## src/rtl/pbq_pkg.sv

```systemverilog
package pbq_pkg;
  localparam int METH_W = 14;
  localparam int SUB_W  = 3;
  localparam int DATA_W = 32;
  localparam int RADDR_W = 2;

  localparam logic [RADDR_W-1:0] REG_CHAN   = 2'd0;
  localparam logic [RADDR_W-1:0] REG_PUSH   = 2'd1;
  localparam logic [RADDR_W-1:0] REG_IRQ    = 2'd2;
  localparam logic [RADDR_W-1:0] REG_SHADOW = 2'd3;

  localparam int PUSH_ACC_BIT   = 0;
  localparam int PUSH_EMPTY_BIT = 8;
  localparam int PUSH_SUSP_BIT  = 12;

  typedef struct packed {
    logic [METH_W-1:0] method;
    logic [SUB_W-1:0]  sub;
    logic              hold;
    logic [DATA_W-1:0] param;
  } cmd_entry_t;
endpackage

```

## src/rtl/pbq_method_track.sv

```systemverilog
module pbq_method_track #(
  parameter int MW   = 14,
  parameter int SW   = 3,
  parameter int STEP = 4
) (
  input  logic          clk,
  input  logic          rst,
  input  logic          load,
  input  logic [MW-1:0] load_addr,
  input  logic [SW-1:0] load_sub,
  input  logic          load_hold,
  input  logic          advance,
  output logic [MW-1:0] method,
  output logic [SW-1:0] sub,
  output logic          hold
);
  localparam logic [MW-1:0] STEP_V = MW'(STEP);

  always_ff @(posedge clk) begin
    if (rst) begin
      method <= '0;
      sub    <= '0;
      hold   <= 1'b0;
    end else if (load) begin
      method <= load_addr;
      sub    <= load_sub;
      hold   <= load_hold;
    end else if (advance && !hold) begin
      method <= method + STEP_V;
    end
  end
endmodule

```

## src/rtl/pbq_ctrl_regs.sv

```systemverilog
module pbq_ctrl_regs
  import pbq_pkg::*;
#(
  parameter int ERR_W = 3
) (
  input  logic               clk,
  input  logic               rst,
  input  logic               reg_wr,
  input  logic [RADDR_W-1:0] reg_addr,
  input  logic [DATA_W-1:0]  reg_wdata,
  input  logic [ERR_W-1:0]   err_code,
  input  logic               accept,
  input  logic [DATA_W-1:0]  word_data,
  input  logic               slot_full,
  output logic               push_en,
  output logic               acc_en,
  output logic               suspended,
  output logic               irq_pend,
  output logic [DATA_W-1:0]  reg_rdata
);
  logic              err_zero_q;
  logic              err_event;
  logic [DATA_W-1:0] shadow_q;
  logic [DATA_W-1:0] push_view;

  assign err_event = (err_code != '0) && err_zero_q;

  always_ff @(posedge clk) begin
    if (rst) err_zero_q <= 1'b1;
    else     err_zero_q <= (err_code == '0);
  end

  always_ff @(posedge clk) begin
    if (rst) begin
      push_en <= 1'b0;
      acc_en  <= 1'b0;
    end else if (reg_wr) begin
      if (reg_addr == REG_CHAN) push_en <= reg_wdata[0];
      if (reg_addr == REG_PUSH) acc_en  <= reg_wdata[PUSH_ACC_BIT];
    end
  end

  always_ff @(posedge clk) begin
    if (rst)
      suspended <= 1'b0;
    else if (err_event)
      suspended <= 1'b1;
    else if (reg_wr && reg_addr == REG_PUSH)
      suspended <= reg_wdata[PUSH_SUSP_BIT];
  end

  always_ff @(posedge clk) begin
    if (rst)
      irq_pend <= 1'b0;
    else if (err_event)
      irq_pend <= 1'b1;
    else if (reg_wr && reg_addr == REG_IRQ && reg_wdata[0])
      irq_pend <= 1'b0;
  end

  always_ff @(posedge clk) begin
    if (rst)         shadow_q <= '0;
    else if (accept) shadow_q <= word_data;
  end

  always_comb begin
    push_view = '0;
    push_view[PUSH_ACC_BIT]   = acc_en;
    push_view[PUSH_EMPTY_BIT] = !slot_full;
    push_view[PUSH_SUSP_BIT]  = suspended;
  end

  always_ff @(posedge clk) begin
    if (rst) reg_rdata <= '0;
    else begin
      unique case (reg_addr)
        REG_CHAN:   reg_rdata <= {{(DATA_W-1){1'b0}}, push_en};
        REG_PUSH:   reg_rdata <= push_view;
        REG_IRQ:    reg_rdata <= {{(DATA_W-1){1'b0}}, irq_pend};
        default:    reg_rdata <= shadow_q;
      endcase
    end
  end
endmodule

```

## src/rtl/pbq_out_stage.sv

```systemverilog
module pbq_out_stage
  import pbq_pkg::*;
(
  input  logic       clk,
  input  logic       rst,
  input  logic       fill,
  input  cmd_entry_t entry_in,
  input  logic       pop,
  output logic       valid,
  output cmd_entry_t entry
);
  always_ff @(posedge clk) begin
    if (rst)       valid <= 1'b0;
    else if (fill) valid <= 1'b1;
    else if (pop)  valid <= 1'b0;
  end

  always_ff @(posedge clk) begin
    if (rst)       entry <= '0;
    else if (fill) entry <= entry_in;
  end
endmodule

```

## src/rtl/pbq_enqueue.sv

```systemverilog
module pbq_enqueue
  import pbq_pkg::*;
#(
  parameter int ERR_W       = 3,
  parameter int METHOD_STEP = 4
) (
  input  logic               clk,
  input  logic               rst,
  input  logic               word_valid,
  input  logic [DATA_W-1:0]  word_data,
  output logic               word_ready,
  input  logic               method_load,
  input  logic [METH_W-1:0]  load_method,
  input  logic [SUB_W-1:0]   load_sub,
  input  logic               load_hold,
  input  logic [ERR_W-1:0]   err_code,
  input  logic               reg_wr,
  input  logic [RADDR_W-1:0] reg_addr,
  input  logic [DATA_W-1:0]  reg_wdata,
  output logic [DATA_W-1:0]  reg_rdata,
  output logic               irq,
  output logic               cmd_valid,
  input  logic               cmd_ready,
  output logic [METH_W-1:0]  cmd_method,
  output logic [SUB_W-1:0]   cmd_sub,
  output logic               cmd_hold,
  output logic [DATA_W-1:0]  cmd_param
);
  logic              push_en, acc_en, suspended;
  logic              accept;
  logic [METH_W-1:0] cur_method;
  logic [SUB_W-1:0]  cur_sub;
  logic              cur_hold;
  cmd_entry_t        new_entry, out_entry;

  assign word_ready = push_en && acc_en && !suspended && !method_load
                      && (!cmd_valid || cmd_ready);
  assign accept     = word_valid && word_ready;

  pbq_method_track #(.MW(METH_W), .SW(SUB_W), .STEP(METHOD_STEP)) u_track (
    .clk(clk), .rst(rst),
    .load(method_load), .load_addr(load_method), .load_sub(load_sub),
    .load_hold(load_hold), .advance(accept),
    .method(cur_method), .sub(cur_sub), .hold(cur_hold)
  );

  pbq_ctrl_regs #(.ERR_W(ERR_W)) u_regs (
    .clk(clk), .rst(rst),
    .reg_wr(reg_wr), .reg_addr(reg_addr), .reg_wdata(reg_wdata),
    .err_code(err_code), .accept(accept), .word_data(word_data),
    .slot_full(cmd_valid),
    .push_en(push_en), .acc_en(acc_en), .suspended(suspended),
    .irq_pend(irq), .reg_rdata(reg_rdata)
  );

  always_comb begin
    new_entry.method = cur_method;
    new_entry.sub    = cur_sub;
    new_entry.hold   = cur_hold;
    new_entry.param  = word_data;
  end

  pbq_out_stage u_out (
    .clk(clk), .rst(rst),
    .fill(accept), .entry_in(new_entry), .pop(cmd_ready),
    .valid(cmd_valid), .entry(out_entry)
  );

  assign cmd_method = out_entry.method;
  assign cmd_sub    = out_entry.sub;
  assign cmd_hold   = out_entry.hold;
  assign cmd_param  = out_entry.param;
endmodule

```

## config.mk

```make
export PLATFORM = sky130hd
export DESIGN_NAME = pbq_enqueue
export DESIGN_NICKNAME = d
export VERILOG_FILES = /design/src/rtl/pbq_pkg.sv /design/src/rtl/pbq_method_track.sv /design/src/rtl/pbq_ctrl_regs.sv /design/src/rtl/pbq_out_stage.sv /design/src/rtl/pbq_enqueue.sv
export SDC_FILE = /design/constraint.sdc
export NUM_CORES = 1
export LEC_CHECK = 0
export ABC_AREA = 1
export BUFFER_PORTS_ARGS = -buffer_cell sky130_fd_sc_hd__buf_4
export CORE_MARGIN = 5
export CORE_UTILIZATION = 40
export DETAILED_ROUTE_END_ITERATION = 6
export PLACE_DENSITY = 0.73
export SLEW_MARGIN = 10
export SYNTH_ARGS = -nofsm -noshare
export SYNTH_HDL_FRONTEND = slang
export SYNTH_SLANG_ARGS = --single-unit
export TNS_END_PERCENT = 100
```

## constraint.sdc

```tcl
create_clock -name clk -period 1.4 [get_ports clk]
set_clock_uncertainty 0.2 [all_clocks]
set_input_delay 0 -clock clk [delete_from_list [all_inputs] [get_ports clk]]
set_output_delay 0 -clock clk [all_outputs]
set_load 0.1 [all_outputs]
```

==> results of run 1 <==
## power by group through the flow
| stage | sequential [uW] | combinational [uW] | clock (uW) |
|---|---|---|---|
| 2_1_floorplan | 3240 | 214 | 0 |
| 3_3_place_gp | 3170 | 536 | 0 |
| 3_5_place_dp | 3170 | 545 | 0 |
| 4_1_cts | 3110 | 764 | 1960 |
| 5_1_grt | 3110 | 873 | 2110 |
| 6_report | 3110 | 820 | 1940 |
## cell families (layout without fill, tap and decap cells)
logic type,Yosys count,after routing,synth area share [%]
muxes,1,1,0.285
AOI/OAI and AO/OA,105,105,13.8
buffers and inverters,78,344,8.44
xor gates and xnor gates,2,2,0.443
adders and majority gates,1,1,0.316
and+or+nand+nor,209,209,23.1
DFF,106,106,53.6
other,0,1,0
## state kept, by name (all words and copies together) (netlist names)
signal             count
u_regs.err_zero_q      1
u_out.valid            1
u_regs.acc_en          1
u_regs.suspended       1
u_regs.reg_rdata      32
u_regs.irq_pend        1
u_out.entry           18
u_regs.shadow_q       32
u_track.hold           1
u_regs.push_en         1
u_track.method        14
u_track.sub            3
## final cells by class
| class | count | area [um2] | area share, % |
|---|---|---|---|
| multi-input cells | 318 | 1760 | 24.8 |
| clock buffers | 11 | 153 | 2.15 |
| inverters | 47 | 184 | 2.59 |
| repair buffers | 282 | 2590 | 36.4 |
| well taps | 133 | 166 | 2.34 |
| flip-flops and latches | 106 | 2200 | 31.0 |
| diodes | 1 | 2.50 | 0.0352 |
| clock inverters | 4 | 50.0 | 0.705 |
## final timing paths
path,depth (start not counted),slack [ns],startpoint,end
worst max-delay path,7,-0.14,u_regs.acc_en,u_regs.shadow_q[28]
worst min-delay path,6,-0.17,cmd_ready,u_out.valid
worst max register to register,7,-0.14,u_regs.acc_en,u_regs.shadow_q[28]
worst min register to register,2,0.28,u_regs.shadow_q[29],u_regs.shadow_q[29]
## cell usage in the layout (no fill, tap or decap), types with 21 or more instances in the layout
cell type,n
nor2_1,82
dfxtp_1,49
dfxtp_2,54
buf_4,173
dlygate4sd3_1,82
o21ai_0,32
inv_1,42
nor3_1,21
o21ai_1,21
nand2_1,46
## repair_timing
item,in CTS,in global routing
pin swaps,22,7
setup endpoints to repair,60,82
hold buffers,86,1
gates cloned,4,1
resized for setup,88,43
setup buffers,7,3
hold endpoints to repair,91,12
## critical path, delay by kind of cell (launching register included)
kind	cells	cell delay [ns]
AOI/OAI and AO/OA	1	0.15
buffers and inverters	4	0.52
DFF	1	0.36
and+or+nand+nor	2	0.23
## routing by layer
layer,global-route usage (%),up-vias,routed length (um)
li1,-,2140,-
met1,27.6,2161,5980
met2,44.4,161,7810
met3,4.64,33,816
met4,9.44,0,426
met5,0,-,0
## per-stage QoR
step	setup slack, ns	power (uW)
3_3_place_gp	-0.0742	3710
3_5_place_dp	-0.118	3720
4_1_cts	-0.104	5830
2_1_floorplan	-0.100	3450
6_report	-0.138	5870
5_1_grt	-0.216	6090
==> results.txt, run 1 <==
crit path DAT -> 1.61 ns
Post-synth EDFFs -> 0
total leakage power -> 0.00307 uW
All-Layer GR Usage -> 24.2%
Syn Nets -> 596
Post-DP Area -> 0.00547 mm2
Die Ht -> 109 um
final hold vios -> 23
failing checks -> hold timing, setup timing
Post-DP HPWL -> 8360 um
Filler Cells Inserted -> 697
layout cells sized above 1 -> 44.4%
synth warn -> 0
Pins Over Slew Limit -> 0
vias in the first global route -> 4,588
Critical Path RT -> 1.48 ns
CTS Buf Count -> 9
first-pass GRT wire length -> 22,700 um
initial antenna violation count -> 1
slew margin rel. -> 44.0%
CP max FO -> 9
RD Place Congestion -> 0.854
H-tree levels -> 3
clock power share -> 33.0%
Syn Inst Count -> 502
total grt overflow -> 0
switching share of total power -> 25.0%
Netlist cell types -> 32
RSZ-0062 raised after global routing -> yes
Max IR drop VDD -> 0.670 mV
hold slack -> -0.173 ns
Comb power frac -> 14.0%
Die ar. -> 0.0120 mm2
Yosys top cell area share -> 53.6%
Avg Inst Size Synth -> 7.88 um2
Residual DRC -> 0
Setup CP Type -> flop to flop
fin area -> 0.00710 mm2
Layout Area Growth over Synthesis -> 79.5%
Hold Crit Class -> primary input to flop
synthesized flop and latch total -> 106
Main synth FF type -> dfxtp_1
drt wl/cell -> 16.7 um
worst-margin pin slew -> 0.841 ns
most frequent cell after synthesis -> dfxtp_1
fin util -> 73.0%
setup slack after layout -> -0.138 ns
Pint -> 4400 uW
Seq pwr share -> 53.0%
clock sinks -> 106
largest net degree at the start of global routing -> 37
Post-Layout Cell Count -> 902
Max Fclk -> 650 MHz
Initial DRC Count -> 284
outcome -> complete, but fails checks
Max stage delay on crit path -> 0.36 ns
synth top area cells -> dfxtp_1, nor2_1, o21ai_0, nand2_1, inv_1
DIE WIDTH -> 109 um
Nets -> 858
I/O pins -> 178
worst path cell trace -> nand2_2 -> inv_4 -> nand4_4 -> buf_4 -> buf_6 -> buf_16 -> a21oi_1
Reg clk slew, reported paths -> 0.10 ns
power per cell area -> 826 mW/mm2
dpl cells -> 784
fin crit share -> 110%
Worst-Skew Late Latency -> 0.35 ns
Buffers on Ports -> 147
antenna-violating nets left -> 0
Seq/Total Area, Yosys -> 53.6%
asr flop ratio synth -> 0%
Max-cap violations -> 0
CTS max path bufs -> 2
CTS tree -> built
WL final -> 15,000 um
final setup violating endpoints -> 59
Net Switching -> 1470 uW
area leader, netlist -> dfxtp_1
clock root buffer -> clkbuf_8
CORE AREA -> 0.00973 mm2
Setup crit start kind -> flop
synth cell count leaders -> dfxtp_1, nor2_1, o21ai_0
Final min period -> 1.54 ns
routed vias -> 4,495
# rows -> 36
DR vias/cell -> 4.98
synthesized area -> 0.00396 mm2
setup_tns -> -3.97 ns
CP endpoint kind -> flop
Starting Density -> 40.7%
drt pass-1 iters -> 4
CP max stage cell -> dfxtp_2
(Power assumes the default switching activity.)
==> inputs of run 2 (changes only) <==
Settings changed: SKIP_LAST_GASP set to 1.
==> results.txt, run 2 (same netlist as run 1, synthesis figures left out) <==
Starting Density -> 40.7%
failing checks -> hold timing, setup timing
final setup violating endpoints -> 61
drt wl/cell -> 16.3 um
ANT cells -> 0
Buffers on Ports -> 147
Seq pwr share -> 53.3%
total leakage power -> 0.00306 uW
CP max stage cell -> dfxtp_2
CTS max path bufs -> 2
Critical Path RT -> 1.45 ns
Initial DRC Count -> 283
Post-DP HPWL -> 8360 um
RD Place Congestion -> 0.854
I/O pins -> 178
CP endpoint -> u_track.method[12]
drt pass-1 iters -> 5
Pint -> 4390 uW
Worst-Skew Late Latency -> 0.35 ns
r2r setup slk -> -0.23 ns
DIE WIDTH -> 109 um
Max IR drop VDD -> 0.693 mV
reg2reg start -> u_regs.suspended
largest net degree at the start of global routing -> 38
antenna-violating nets left -> 0
Layout Area Growth over Synthesis -> 77.9%
RSZ-0062 raised after global routing -> yes
Max Fclk -> 613 MHz
Nets -> 856
CP endpoint kind -> flop
hold slack -> -0.173 ns
# rows -> 36
worst path cell trace -> nor2_4 -> nand3_4 -> nor2_4 -> nand2_2 -> buf_12 -> buf_8 -> nand3_2 -> nand3_2 -> nand2_1 -> inv_1
CP max FO -> 6
R2R cell count -> 10
outcome -> complete, but fails checks
Max-cap violations -> 0
total grt overflow -> 0
DR vias/cell -> 5.01
Pins Over Slew Limit -> 0
Setup WS pre-CTS -> -0.118 ns
worst-margin pin slew -> 0.833 ns
Die Ht -> 109 um
Post-Layout Cell Count -> 899
clock sinks -> 106
vias in the first global route -> 4,562
switching share of total power -> 24.8%
clock power share -> 33.1%
clock root buffer -> clkbuf_8
critical path startpoint -> u_regs.suspended
Setup crit start kind -> flop
top flop regs -> u_regs.reg_rdata x32, u_regs.shadow_q x32, u_out.entry x18
fin crit share -> 117%
routed vias -> 4,507
CTS tree -> built
commonest non-fill, non-tap cell in the layout -> buf_4
most frequent cells in the layout -> buf_4, nor2_1, dlygate4sd3_1
setup slack after layout -> -0.231 ns
Die ar. -> 0.0120 mm2
worst flop-to-flop path endpoint -> u_track.method[12]
Residual DRC -> 0
CORE AREA -> 0.00973 mm2
first-pass GRT wire length -> 22,000 um
initial antenna violation count -> 0
Comb power frac -> 13.6%
Final min period -> 1.63 ns
CTS Buf Count -> 9
slew margin rel. -> 44.5%
All-Layer GR Usage -> 23.4%
crit path DAT -> 1.68 ns
final hold vios -> 26
layout cells sized above 1 -> 43.3%
Max stage delay on crit path -> 0.34 ns
H-tree levels -> 3
Net Switching -> 1450 uW
Setup CP Type -> flop to flop
Reg clk slew, reported paths -> 0.10 ns
dpl cells -> 784
Hold Crit Class -> primary input to flop
WL final -> 14,600 um
power per cell area -> 829 mW/mm2
## run 2: cell types whose count changed in the layout (fill, tap and decap cells not counted), sizes merged
cell / delta
buf: +1
diode: -1
dlygate4sd3: -3
## run 2: cell type report
class                      count  area [um2]
multi-input combinational    318        1720
timing repair buffer         280        2560
clock inverter                 4        50.0
tap                          133         166
fill                         711        2690
sequential                   106        2200
inverter                      47         181
clock buffer                  11         153
## run 2: power groups by stage
| stage | registers (uW) | logic, uW | clock network, uW |
|---|---|---|---|
| floorplan | 3240 | 214 | 0 |
| global placement | 3170 | 536 | 0 |
| global route | 3110 | 851 | 2110 |
| CTS | 3110 | 752 | 1960 |
| finish | 3110 | 796 | 1930 |
| detailed placement | 3170 | 545 | 0 |
## run 2: critical path, delay by kind of cell, from the launching register on
kind	cells	cell delay, ns
flip-flops	1	0.34
AND/OR/NAND/NOR	7	0.67
buffers and inverters	3	0.33
## run 2: layer usage
metal | vias up | global-route usage, % | wire [um]
met5 | - | 0 | 0
met4 | 0 | 8.55 | 450
met3 | 39 | 4.40 | 884
met2 | 185 | 42.9 | 7490
met1 | 2147 | 26.9 | 5800
li1 | 2136 | - | -
## run 2: per-stage QoR
step / total power, uW / util, % / TNS (ns) / hold WS (ns) / area (um2)
after CTS: 5820 / 70.7 / -2.14 / -0.212 / 6880
after global routing: 6080 / 72.4 / -10.27 / -0.151 / 7040
after detailed placement: 3720 / 56.2 / -2.15 / 0.0293 / 5470
final: 5840 / 72.4 / -6.11 / -0.173 / 7040
after floorplan: 3450 / - / -1.52 / -0.0651 / 4070
after global placement: 3710 / 56.2 / -0.753 / 0.0220 / 5470
## run 2: how the worst min path moves through the flow
| stage | startpoint | end | slack, ns | depth (start not counted) |
|---|---|---|---|---|
| global placement | load_sub[1] | u_track.sub[1] | 0.02 | 3 |
| global route | cmd_ready | u_out.valid | -0.15 | 6 |
| detailed placement | load_sub[0] | u_track.sub[0] | 0.03 | 3 |
| CTS | rst | u_track.method[11] | -0.21 | 4 |
| finish | cmd_ready | u_out.valid | -0.17 | 6 |
| floorplan | load_method[0] | u_track.method[0] | -0.07 | 2 |
## run 2: repair_timing
| item | in CTS | in global routing |
|---|---|---|
| gates resized for setup | 77 | 31 |
| pin swaps | 21 | 14 |
| gates cloned | 4 | 1 |
| setup endpoints to repair | 60 | 82 |
| hold buffers | 83 | 1 |
| buffers inserted | 7 | 4 |
| endpoints found under the hold margin | 91 | 12 |
==> inputs of run 3 (changes only) <==
Settings changed: ABC_AREA 1 to unset, CAP_MARGIN set to 30, PLACE_DENSITY 0.73 to 0.74.
==> results.txt, run 3 <==
antenna-violating nets left -> 0
Buffers on Ports -> 147
final setup violating endpoints -> 65
initial antenna violation count -> 0
vias in the first global route -> 3,980
Yosys top cell area share -> 56.2%
commonest non-fill, non-tap cell in the layout -> buf_4
most frequent cells in the layout -> buf_4, nand2_1, dlygate4sd3_1
Post-synth EDFFs -> 0
CORE AREA -> 0.00924 mm2
Syn Inst Count -> 427
fin util -> 75.9%
power per cell area -> 795 mW/mm2
total grt overflow -> 0
Avg Inst Size Synth -> 8.84 um2
Starting Density -> 40.8%
Initial DRC Count -> 139
synth top area cells -> dfxtp_1, nand2_1, a21oi_1, and2_1, mux2i_1
CP max FO -> 5
failing checks -> hold timing, setup timing
RSZ-0062 raised after global routing -> yes
clock root buffer -> clkbuf_8
Final min period -> 1.84 ns
final hold vios -> 16
total leakage power -> 0.00308 uW
routed vias -> 4,077
crit path DAT -> 1.87 ns
setup slack after layout -> -0.435 ns
synth warn -> 0
Critical Path RT -> 1.43 ns
fin crit share -> 131%
outcome -> complete, but fails checks
CTS tree -> built
Layout Area Growth over Synthesis -> 85.8%
first-pass GRT wire length -> 19,400 um
Setup CP Type -> flop to flop
ANT cells -> 0
Residual DRC -> 0
Max-cap violations -> 0
Setup WS pre-CTS -> -0.390 ns
hold slack -> -0.251 ns
slew margin rel. -> 52.2%
Reg clk slew, reported paths -> 0.11 ns
RD Place Congestion -> 0.812
Nets -> 786
drt wl/cell -> 16.1 um
Worst-Skew Late Latency -> 0.36 ns
I/O pins -> 178
synthesized flop and latch total -> 106
WL final -> 13,300 um
most frequent cell after synthesis -> nand2_1
CP endpoint kind -> flop
drt pass-1 iters -> 4
Die ar. -> 0.0115 mm2
clock sinks -> 106
Netlist cell types -> 42
Main synth FF type -> dfxtp_1
Seq/Total Area, Yosys -> 56.2%
Syn Nets -> 521
worst-margin pin slew -> 0.715 ns
H-tree levels -> 3
synth cell count leaders -> nand2_1, dfxtp_1, a21oi_1
Pins Over Slew Limit -> 0
Post-DP HPWL -> 7920 um
Die Ht -> 107 um
area leader, netlist -> dfxtp_1
largest net degree at the start of global routing -> 49
CTS Buf Count -> 9
CTS max path bufs -> 2
# rows -> 35
synthesized area -> 0.00377 mm2
Max IR drop VDD -> 0.492 mV
Setup crit start kind -> flop
DIE WIDTH -> 107 um
Hold Crit Class -> primary input to flop
layout cells sized above 1 -> 50.6%
All-Layer GR Usage -> 21.1%
Max Fclk -> 545 MHz
top flop regs -> u_regs.reg_rdata x32, u_regs.shadow_q x32, u_out.entry x18
DR vias/cell -> 4.94
asr flop ratio synth -> 0%
[run 3: per-layer routing]
layer	track usage, %	wire [um]	vias up
li1	-	-	1966
met1	24.4	5230	1918
met2	38.9	6890	169
met3	4.09	906	24
met5	0	0	-
met4	6.58	272	0
[run 3: path summary, 6_finish.rpt]
kind | startpoint | end | slack, ns | depth (start not counted)
max | u_track.method[3] | u_track.method[10] | -0.44 | 5
min | rst | u_out.entry[46] | -0.25 | 2
max reg2reg | u_track.method[3] | u_track.method[10] | -0.44 | 5
min reg2reg | u_track.sub[1] | u_out.entry[34] | 0.26 | 2
[run 3: per-stage QoR]
step	instances	instance area, um2	setup TNS (ns)	hold slack (ns)	power [uW]
after global placement	726	5470	-13.74	0.0333	3610
after global routing	826	7010	-20.90	-0.258	5790
final	826	7010	-17.23	-0.251	5570
after detailed placement	726	5470	-16.07	0.0518	3620
after floorplan	427	3980	-7.98	-0.0715	3350
after CTS	814	6480	-17.00	-0.283	5560
[run 3: cells by family after synthesis]
family / synth area share (%)
fa+ha+maj: 0.332
simple gates: 24.2
buf+inv: 3.18
xor+xnor: 0.232
compound gates: 12.8
mux: 2.98
flops: 56.2
[run 3: critical path, cell delays in order, from the launching register on]
cell and delay (ns):
dfxtp_4 0.39, ha_4 0.13, nand4_1 0.23, buf_4 0.22, o311ai_0 0.39, a31oi_1 0.14
[run 3: repair_timing]
item                                    CTS  global route
endpoints found under the hold margin    74            20
buffers inserted                          4             9
pin swaps                                20            56
endpoints found under the setup margin   64            90
resized for setup                        22            99
gates cloned                              1             4
hold buffers                             67             5
[run 3: report_power, final]
part           switching, uW  internal, uW
logic                    304           386
clock network           1110           683
registers               38.1          3050
[run 3: area by class of cell]
cell class                 instances  area [um2]
tap                              129         161
clock inverter                     7        57.6
sequential                       106        2190
inverter                           6        22.5
multi-input combinational        289        2010
fill                             588        2230
timing repair buffer             280        2450
clock buffer                       9         124
